## config.mk

```make
export PLATFORM = sky130hd
export DESIGN_NAME = window_watchdog
export DESIGN_NICKNAME = d
export VERILOG_FILES = /design/src/rtl/wwd_pkg.sv /design/src/rtl/wwd_tick_gen.sv /design/src/rtl/wwd_sync.sv /design/src/rtl/wwd_window_fsm.sv /design/src/rtl/window_watchdog.sv
export SDC_FILE = /design/constraint.sdc
export NUM_CORES = 1
export LEC_CHECK = 0
export ABC_AREA = 0
export BUFFER_PORTS_ARGS = -buffer_cell sky130_fd_sc_hd__buf_2
export CELL_PAD_IN_SITES_DETAIL_PLACEMENT = 1
export CELL_PAD_IN_SITES_GLOBAL_PLACEMENT = 1
export CORE_ASPECT_RATIO = 0.6
export CORE_MARGIN = 2
export CORE_UTILIZATION = 45
export CTS_BUF_LIST = sky130_fd_sc_hd__clkbuf_4
export DETAILED_ROUTE_END_ITERATION = 16
export PLACE_DENSITY = 0.82
export SLEW_MARGIN = 30
export SYNTH_ARGS = -nofsm -noshare
export SYNTH_HDL_FRONTEND = slang
export SYNTH_SLANG_ARGS = --single-unit
export TNS_END_PERCENT = 1
```

## constraint.sdc

```tcl
create_clock -name clk_i -period 7 [get_ports clk_i]
set_clock_uncertainty 0.05 [all_clocks]
set_input_delay 0 -clock clk_i [delete_from_list [all_inputs] [get_ports clk_i]]
set_output_delay 0 -clock clk_i [all_outputs]
set_load 0.02 [all_outputs]
```

## src/rtl/wwd_pkg.sv

```systemverilog
package wwd_pkg;
  typedef enum logic [1:0] {ST_ASSERT, ST_CLOSED, ST_OPEN} wwd_state_e;

  function automatic logic [4:0] ratio_of(input logic [1:0] sel);
    case (sel)
      2'b00:   ratio_of = 5'd2;
      2'b01:   ratio_of = 5'd8;
      2'b10:   ratio_of = 5'd4;
      default: ratio_of = 5'd16;
    endcase
  endfunction
endpackage

```

## src/rtl/wwd_tick_gen.sv

```systemverilog
module wwd_tick_gen #(
  parameter int CLK_PER_TICK = 250000
) (
  input  logic clk_i,
  input  logic rst_ni,
  output logic tick_o
);
  generate
    if (CLK_PER_TICK <= 1) begin : g_every
      assign tick_o = 1'b1;
    end else begin : g_div
      localparam int PW = $clog2(CLK_PER_TICK);
      localparam logic [PW-1:0] LAST = PW'(CLK_PER_TICK - 1);
      logic [PW-1:0] pre_q;
      always_ff @(posedge clk_i or negedge rst_ni) begin
        if (!rst_ni)            pre_q <= '0;
        else if (pre_q == LAST) pre_q <= '0;
        else                    pre_q <= pre_q + 1'b1;
      end
      assign tick_o = (pre_q == LAST);
    end
  endgenerate
endmodule

```

## src/rtl/wwd_sync.sv

```systemverilog
module wwd_sync #(
  parameter int           WIDTH   = 3,
  parameter logic [WIDTH-1:0] RST_VAL = '0
) (
  input  logic             clk_i,
  input  logic             rst_ni,
  input  logic [WIDTH-1:0] d_i,
  output logic [WIDTH-1:0] q_o
);
  logic [WIDTH-1:0] s1_q, s2_q;
  always_ff @(posedge clk_i or negedge rst_ni) begin
    if (!rst_ni) begin
      s1_q <= RST_VAL;
      s2_q <= RST_VAL;
    end else begin
      s1_q <= d_i;
      s2_q <= s1_q;
    end
  end
  assign q_o = s2_q;
endmodule

```

## src/rtl/wwd_window_fsm.sv

```systemverilog
module wwd_window_fsm
  import wwd_pkg::*;
#(
  parameter int CLOSED_TICKS = 20,
  parameter int ASSERT_TICKS = 10,
  parameter int CNT_W        = 10
) (
  input  logic       clk_i,
  input  logic       rst_ni,
  input  logic       tick_i,
  input  logic       kick_s_i,
  input  logic       en_s_i,
  input  logic       mr_s_ni,
  input  logic [1:0] sel_i,
  output logic       rst_no,
  output logic       early_fault_o,
  output logic       late_fault_o
);
  localparam logic [CNT_W-1:0] ASSERT_LAST = CNT_W'(ASSERT_TICKS - 1);
  localparam logic [CNT_W-1:0] CLOSED_LAST = CNT_W'(CLOSED_TICKS - 1);

  wwd_state_e       state_q, state_d;
  logic [CNT_W-1:0] cnt_q, cnt_d;
  logic [4:0]       ratio_q, ratio_d;
  logic             kick_q, kick_edge;
  logic             early_d, late_d;
  logic [CNT_W-1:0] open_last;

  assign kick_edge = kick_s_i & ~kick_q;
  assign open_last = CNT_W'(CLOSED_TICKS * (int'(ratio_q) - 1) - 1);

  always_comb begin
    state_d = state_q;
    cnt_d   = cnt_q;
    ratio_d = ratio_q;
    early_d = 1'b0;
    late_d  = 1'b0;
    if (!mr_s_ni) begin
      state_d = ST_ASSERT;
      cnt_d   = '0;
    end else begin
      unique case (state_q)
        ST_ASSERT: if (tick_i) begin
          if (cnt_q == ASSERT_LAST) begin
            state_d = ST_CLOSED;
            cnt_d   = '0;
            ratio_d = ratio_of(sel_i);
          end else cnt_d = cnt_q + 1'b1;
        end
        ST_CLOSED: begin
          if (!en_s_i) begin
            cnt_d   = '0;
            ratio_d = ratio_of(sel_i);
          end else if (kick_edge) begin
            early_d = 1'b1;
            state_d = ST_ASSERT;
            cnt_d   = '0;
          end else if (tick_i) begin
            if (cnt_q == CLOSED_LAST) begin
              state_d = ST_OPEN;
              cnt_d   = '0;
            end else cnt_d = cnt_q + 1'b1;
          end
        end
        ST_OPEN: begin
          if (!en_s_i || kick_edge) begin
            state_d = ST_CLOSED;
            cnt_d   = '0;
            ratio_d = ratio_of(sel_i);
          end else if (tick_i) begin
            if (cnt_q == open_last) begin
              late_d  = 1'b1;
              state_d = ST_ASSERT;
              cnt_d   = '0;
            end else cnt_d = cnt_q + 1'b1;
          end
        end
        default: begin
          state_d = ST_ASSERT;
          cnt_d   = '0;
        end
      endcase
    end
  end

  always_ff @(posedge clk_i or negedge rst_ni) begin
    if (!rst_ni) begin
      state_q       <= ST_ASSERT;
      cnt_q         <= '0;
      ratio_q       <= 5'd2;
      kick_q        <= 1'b0;
      early_fault_o <= 1'b0;
      late_fault_o  <= 1'b0;
    end else begin
      state_q       <= state_d;
      cnt_q         <= cnt_d;
      ratio_q       <= ratio_d;
      kick_q        <= kick_s_i;
      early_fault_o <= early_d;
      late_fault_o  <= late_d;
    end
  end

  assign rst_no = (state_q != ST_ASSERT);
endmodule

```

## src/rtl/window_watchdog.sv

```systemverilog
module window_watchdog #(
  parameter int CLK_PER_TICK = 250000,
  parameter int CLOSED_TICKS = 20,
  parameter int ASSERT_TICKS = 10
) (
  input  logic       clk_i,
  input  logic       rst_ni,
  input  logic       kick_i,
  input  logic [1:0] sel_i,
  input  logic       wd_en_i,
  input  logic       mr_ni,
  output logic       rst_no,
  output logic       early_fault_o,
  output logic       late_fault_o
);
  localparam int MAX_TICKS = (CLOSED_TICKS * 15 > ASSERT_TICKS) ? CLOSED_TICKS * 15 : ASSERT_TICKS;
  localparam int CNT_W     = $clog2(MAX_TICKS + 1) + 1;

  logic       tick;
  logic [2:0] raw, syn;

  assign raw = {mr_ni, wd_en_i, kick_i};

  wwd_tick_gen #(.CLK_PER_TICK(CLK_PER_TICK)) u_tick (
    .clk_i (clk_i),
    .rst_ni(rst_ni),
    .tick_o(tick)
  );

  wwd_sync #(.WIDTH(3), .RST_VAL(3'b100)) u_sync (
    .clk_i (clk_i),
    .rst_ni(rst_ni),
    .d_i   (raw),
    .q_o   (syn)
  );

  wwd_window_fsm #(
    .CLOSED_TICKS(CLOSED_TICKS),
    .ASSERT_TICKS(ASSERT_TICKS),
    .CNT_W       (CNT_W)
  ) u_fsm (
    .clk_i        (clk_i),
    .rst_ni       (rst_ni),
    .tick_i       (tick),
    .kick_s_i     (syn[0]),
    .en_s_i       (syn[1]),
    .mr_s_ni      (syn[2]),
    .sel_i        (sel_i),
    .rst_no       (rst_no),
    .early_fault_o(early_fault_o),
    .late_fault_o (late_fault_o)
  );
endmodule

```

==> metrics.csv, run 1 <==
stage,metric,value,unit
setup_path,Worst EP arrival,4190,ps
drt,Routed WL,5521,µm
power_and_ir_drop,Max IR drop VDD,245.6,µV
synthesis,"Seq/Total Area, Yosys",42.83,%
clock_network,worst skew pair latency,360,ps
synthesis,Syn Area/Cell,9.810,µm²
placement,gp weighted congestion,0.8129,
power_and_ir_drop,Internal,648.4,µW
synthesis,syn_nets,280,
synthesis,Seq cells post-synth,43,
layout,area occupied by registers,1080,µm²
synthesis,post-synth top area share,39.70,%
global_route,Congestion Overflow GR,0,
synthesis,Post-synth EDFFs,0,
layout,Layout area overhead,9.926,%
die,area of the die,6237,µm²
clock_network,Post-CTS Setup Repair Bufs,0,
global_route,initial antenna violation count,0,
die,IO Pins,10,
drt,via count,1867,
synthesis,Cells after Synth,257,
clock_network,Num CTS Buffers,5,
layout,"commonest non-fill, non-tap cell in the layout",dfrtp_1,
power_and_ir_drop,combinational power share,58.9,%
power_and_ir_drop,switching share of total power,42.71,%
synthesis,commonest register cell after synthesis,dfrtp_1,
timing,relative slew slack,42.19,%
timing,unrepaired setup endpoints after global routing,no,
layout,Fill cells,614,
layout,most frequent cells in the layout,"dfrtp_1 (40), nand2_1 (25), nor2_1 (19)",
drt,Routed Antenna Nets,0,
setup_path,critical path class,flop to flop,
global_route,first-pass GRT wire length,9142,µm
synthesis,cell area after synthesis,2521,µm²
flow_run,Max Cap Viol,0,
status,outcome,"complete, no violations",
drt,vias per inst,5.443,
timing,Setup TNS,0,ps
global_route,Tot GR Track Use,19.13,%
synthesis,Post-synth ARST share,100.0,%
die,initial core utilization,45.91,%
clock_network,CTS root buf,clkbuf_4,
synthesis,Synth area leaders,"dfrtp_1 (40%), ha_1 (7.4%), xor2_1 (5.9%)",
setup_path,R2R setup slack,2970,ps
setup_path,CP required,7160,ps
setup_path,crit-path max FO,7,
setup_path,Worst setup SP type,flop,
min_path,Hold Path Class,input pin to asynchronous set/reset pin,
clock_network,CTS tree,built,
clock_network,htree depth,2,
timing,Max Slew Vio Count,0,
power_and_ir_drop,Psw,483.4,µW
die,Rows,21,
timing,crit path time final,4026,ps
drt,drt wl/cell,16.10,µm
drt,DR pass1 iterations,4,
power_and_ir_drop,pwr dens,408.4,nW/µm²
global_route,largest net degree at the start of global routing,44,
setup_path,Worst R2R Path Depth,13,
layout,Final Cell Area,2771,µm²
synthesis,Synth area leader,dfrtp_1,
layout,area occupied by multi-input gates,1356,µm²
die,chip width,100.6,µm
drt,iteration-0 DRC count of the detailed router,83,
placement,DP Area,2616,µm²
die,Die Span Y,61.98,µm
clock_network,clk buf depth,2,
timing,final hold vios,0,
drt,drt drc,0,
layout,Final nets,296,
layout,share of cells above drive strength 1,10.58,%
placement,dpl hpwl,4074,µm
power_and_ir_drop,Leak,0.001283,µW
timing,f_max,0.2484,GHz
synthesis,Yosys cell types,47,
clock_network,Clock Sinks,43,
power_and_ir_drop,Clock Power Share,14.5,%
layout,number of diodes,0,
timing,final setup fails,0,
timing,fin crit share,57.51,%
clock_network,clk slew on worst S/H paths,130,ps
setup_path,crit path capture type,flop,
power_and_ir_drop,sequential fraction of design power,26.5,%
timing,actual slew at the worst max-slew pin,860.6,ps
placement,Port-buffer cells,9,
synthesis,Yosys Warn Count,0,
die,core region area,5492,µm²
global_route,vias in the first global route,1814,
==> final cells by class <==
class / count / area share, %
clock inverters: 1 / 1.084
repair buffers: 16 / 4.244
multi-input cells: 194 / 48.94
well taps: 69 / 3.115
inverters: 13 / 1.761
clock buffers: 7 / 1.896
flip-flops and latches: 43 / 38.96
==> kinds of logic after synthesis <==
group / synth area share (%)
and+or+nand+nor: 23.42
DFF: 42.83
AOI/OAI and AO/OA: 9.380
xor gates and xnor gates: 12.36
buffers and inverters: 3.375
adders and majority gates: 8.635
==> through the flow <==
step / util, % / cells / hold slack, ps / power (µW) / setup slack (ps)
after floorplan: - / 257 / -345.6 / 828.3 / 3483
after global placement: 47.64 / 328 / 55.72 / 931.7 / 3235
after detailed placement: 47.64 / 328 / 57.89 / 951.6 / 3071
after CTS: 50.42 / 343 / 214.2 / 1129 / 3002
after global routing: 50.47 / 343 / 128.6 / 1211 / 2786
final: 50.47 / 343 / 102.4 / 1132 / 2974
==> final timing paths <==
kind | startpoint | end
worst max-delay path | u_fsm.ratio_q[1]$_DFFE_PN1P_ | u_fsm.cnt_q[0]$_DFFE_PN0P_
worst min-delay path | rst_ni | u_fsm.kick_q$_DFF_PN0_
worst max register to register | u_fsm.ratio_q[1]$_DFFE_PN1P_ | u_fsm.cnt_q[0]$_DFFE_PN0P_
worst min register to register | u_sync.s1_q[1]$_DFF_PN0_ | u_sync.q_o[1]$_DFF_PN0_
max in group asynchronous | rst_ni | u_sync.s1_q[2]$_DFF_PN1_
min in group clk_i | wd_en_i | u_sync.s1_q[1]$_DFF_PN0_
==> routing by layer <==
layer / track usage, % / wire [µm] / up-vias
met1: 29.97 / 3084 / 910
met5: 0 / 0 / -
met4: 3.718 / 61 / 0
li1: - / - / 923
met3: 4.139 / 162 / 6
met2: 26.95 / 2212 / 28
==> what timing repair did <==
action,4_1_cts,5_1_grt
hold buffers,7,0
resized for setup,0,0
endpoints found under the hold margin,47,0
==> sequential cells by signal, indices dropped and copies added, names as in the netlist <==
signal / flops
u_sync.q_o: 3
u_fsm.early_fault_o: 1
u_sync.s1_q: 3
u_tick.g_div.pre_q: 18
u_fsm.state_q: 2
u_fsm.cnt_q: 10
u_fsm.late_fault_o: 1
u_fsm.ratio_q: 4
u_fsm.kick_q: 1
==> worst max-delay path: stages, from the launching register on <==
cell and delay (ps):
dfstp_2 600, inv_1 90, ha_1 220, xor2_1 160, ha_1 310, ha_1 200, inv_1 70, fa_1 540
and4bb_2 290, o211a_1 160, xnor3_1 250, o31ai_2 440, and2_1 390, o31ai_1 110
==> Yosys cell counts (all sizes together), types with 3 or more instances <==
library cell   n
dfstp          3
and3           5
inv           13
nor3           5
nand3b         3
nand3         16
or3            3
a22oi          3
o21ai         10
a21oi          9
buf            3
nor2          19
nand2b         4
nor2b          4
nor4           3
clkbuf         4
o31ai          4
ha            15
dfrtp         40
and2           5
xor2          17
xnor2         16
nand4          4
a21o           4
nand2         25
==> power groups by stage <==
| stage | registers, µW | clock network [µW] | logic, µW |
|---|---|---|---|
| 6_report | 300 | 164 | 667 |
| 5_1_grt | 306 | 178 | 726 |
| 4_1_cts | 300 | 169 | 661 |
| 3_5_place_dp | 305 | 0 | 647 |
| 3_3_place_gp | 302 | 0 | 630 |
| 2_1_floorplan | 293 | 0 | 536 |
Power figures use the tool's default switching activity.
==> run 2: changes to the inputs <==
Clock period 7 ns to 3.9 ns, I/O delays scaled along.
==> metrics.csv, run 2 (synthesized netlist as in run 1, its figures left out) <==
stage,metric,value,unit
setup_path,"Largest delay share family, worst path",adder cells,
die,chip width,100.6,µm
global_route,Tot GR Track Use,19.84,%
drt,via count,1911,
placement,DP Area,2631,µm²
global_route,Congestion Overflow GR,0,
timing,fin crit share,96.43,%
drt,Routed Antenna Nets,0,
layout,"Most flops, register",u_tick.g_div.pre_q,
power_and_ir_drop,Max IR drop VDD,381.3,µV
timing,Hold WS,99.62,ps
die,Die Span Y,61.98,µm
global_route,vias in the first global route,1826,
global_route,largest net degree at the start of global routing,44,
global_route,initial antenna violation count,0,
timing,final setup fails,0,
setup_path,Worst EP arrival,3940,ps
clock_network,clk slew on worst S/H paths,130,ps
setup_path,CP required,4080,ps
layout,Fill cells,623,
timing,f_max,0.2659,GHz
layout,Final Cell Area,2843,µm²
timing,actual slew at the worst max-slew pin,821.1,ps
power_and_ir_drop,switching share of total power,42.63,%
setup_path,crit-path max cell delay,560,ps
power_and_ir_drop,Internal,1263,µW
drt,Routed WL,5822,µm
timing,Setup TNS,0,ps
flow_run,Max Cap Viol,0,
clock_network,clk buf depth,2,
power_and_ir_drop,Leak,0.001320,µW
clock_network,CTS tree,built,
power_and_ir_drop,combinational power share,62.3,%
drt,iteration-0 DRC count of the detailed router,87,
drt,vias per inst,5.476,
placement,placed cell count,330,
layout,most frequent cells in the layout,"dfrtp_1 (40), nand2_1 (25), nor2_1 (19)",
clock_network,worst skew pair latency,370,ps
layout,Top Registers,"u_tick.g_div.pre_q: 18 flops, u_fsm.cnt_q: 10 flops, u_fsm.ratio_q: 4 flops",
clock_network,CTS root buf,clkbuf_4,
setup_path,critical path class,flop to flop,
layout,number of diodes,0,
layout,Layout area overhead,12.75,%
layout,area occupied by registers,1080,µm²
layout,fin cells,349,
setup_path,crit-path cells,inv_1 > ha_1 > xor2_2 > ha_1 > ha_2 > inv_1 > fa_2 > and4bb_2 > xnor2_2 > xnor2_1 > nand3_1 > o31ai_2 > and2_2 > o31ai_1,
placement,Port-buffer cells,9,
setup_path,crit path capture type,flop,
setup_path,CP bufs+invs,2,
power_and_ir_drop,sequential fraction of design power,24.5,%
die,area of the die,6237,µm²
timing,relative slew slack,45.02,%
die,initial core utilization,45.91,%
drt,DR pass1 iterations,4,
layout,area occupied by multi-input gates,1385,µm²
die,IO Pins,10,
clock_network,Clock Sinks,43,
timing,Max Slew Vio Count,0,
setup_path,crit-path max FO,7,
timing,final hold vios,0,
power_and_ir_drop,Psw,938.3,µW
clock_network,Num CTS Buffers,5,
drt,drt drc,0,
setup_path,Worst setup SP type,flop,
min_path,Hold Path Class,input pin to asynchronous set/reset pin,
setup_path,slowest CP cell,fa_2,
drt,drt wl/cell,16.68,µm
power_and_ir_drop,Clock Power Share,13.2,%
die,core region area,5492,µm²
power_and_ir_drop,pwr dens,774.2,nW/µm²
placement,dpl hpwl,4349,µm
layout,Final nets,302,
status,outcome,"complete, no violations",
layout,max reg flops,18,
die,Rows,21,
layout,share of cells above drive strength 1,14.29,%
placement,gp weighted congestion,0.8374,
timing,crit path time final,3761,ps
power_and_ir_drop,Total Power,2201,µW
clock_network,htree depth,2,
layout,"commonest non-fill, non-tap cell in the layout",dfrtp_1,
global_route,first-pass GRT wire length,9370,µm
==> run 2: layout make-up <==
| cell class | count | area share [%] |
|---|---|---|
| Multi-Input combinational cell | 194 | 48.72 |
| Sequential cell | 43 | 37.98 |
| Timing Repair Buffer | 22 | 5.722 |
| Tap cell | 69 | 3.037 |
| Inverter | 13 | 1.717 |
| Clock inverter | 3 | 1.496 |
| Clock buffer | 5 | 1.320 |
==> run 2: power groups by stage <==
stage | Clock (µW) | Combinational, µW | Sequential [µW]
final | 290 | 1370 | 540
after global routing | 312 | 1540 | 546
after CTS | 295 | 1220 | 539
after detailed placement | 0 | 1190 | 547
after global placement | 0 | 1170 | 543
after floorplan | 0 | 962 | 525
==> run 2: per-stage QoR <==
step	setup slack, ps	utilization (%)
6_report	139.1	51.77
4_1_cts	28.14	50.65
5_1_grt	-51.10	51.77
3_5_place_dp	76.03	47.92
3_3_place_gp	310.8	47.92
2_1_floorplan	383.1	-
==> run 2: repair_timing <==
action	in CTS	in global routing
buffers inserted	0	4
hold buffers	7	0
endpoints found under the setup margin	0	10
gates resized for setup	0	6
endpoints found under the hold margin	47	0
==> run 2: path summary, 6_finish.rpt <==
| kind | cells past startpoint | from | end | slack (ps) |
|---|---|---|---|---|
| max in group asynchronous | 2 | rst_ni | u_sync.q_o[2]$_DFF_PN1_ | 3320 |
| setup / recovery | 14 | u_fsm.ratio_q[1]$_DFFE_PN1P_ | u_fsm.cnt_q[0]$_DFFE_PN0P_ | 140 |
| hold / removal | 2 | rst_ni | u_fsm.cnt_q[8]$_DFFE_PN0P_ | 100 |
| hold reg to reg | 0 | u_sync.s1_q[1]$_DFF_PN0_ | u_sync.q_o[1]$_DFF_PN0_ | 310 |
| min in group clk_i | 2 | mr_ni | u_sync.s1_q[2]$_DFF_PN1_ | 210 |
| setup reg to reg | 14 | u_fsm.ratio_q[1]$_DFFE_PN1P_ | u_fsm.cnt_q[0]$_DFFE_PN0P_ | 140 |
==> run 2: metal layers <==
layer,part of all wire [%],wire [µm],track usage (%)
met4,0.55,32,2.935
met2,43,2521,29.24
met1,52,3053,30.08
met5,0,0,0
met3,3.7,215,5.034
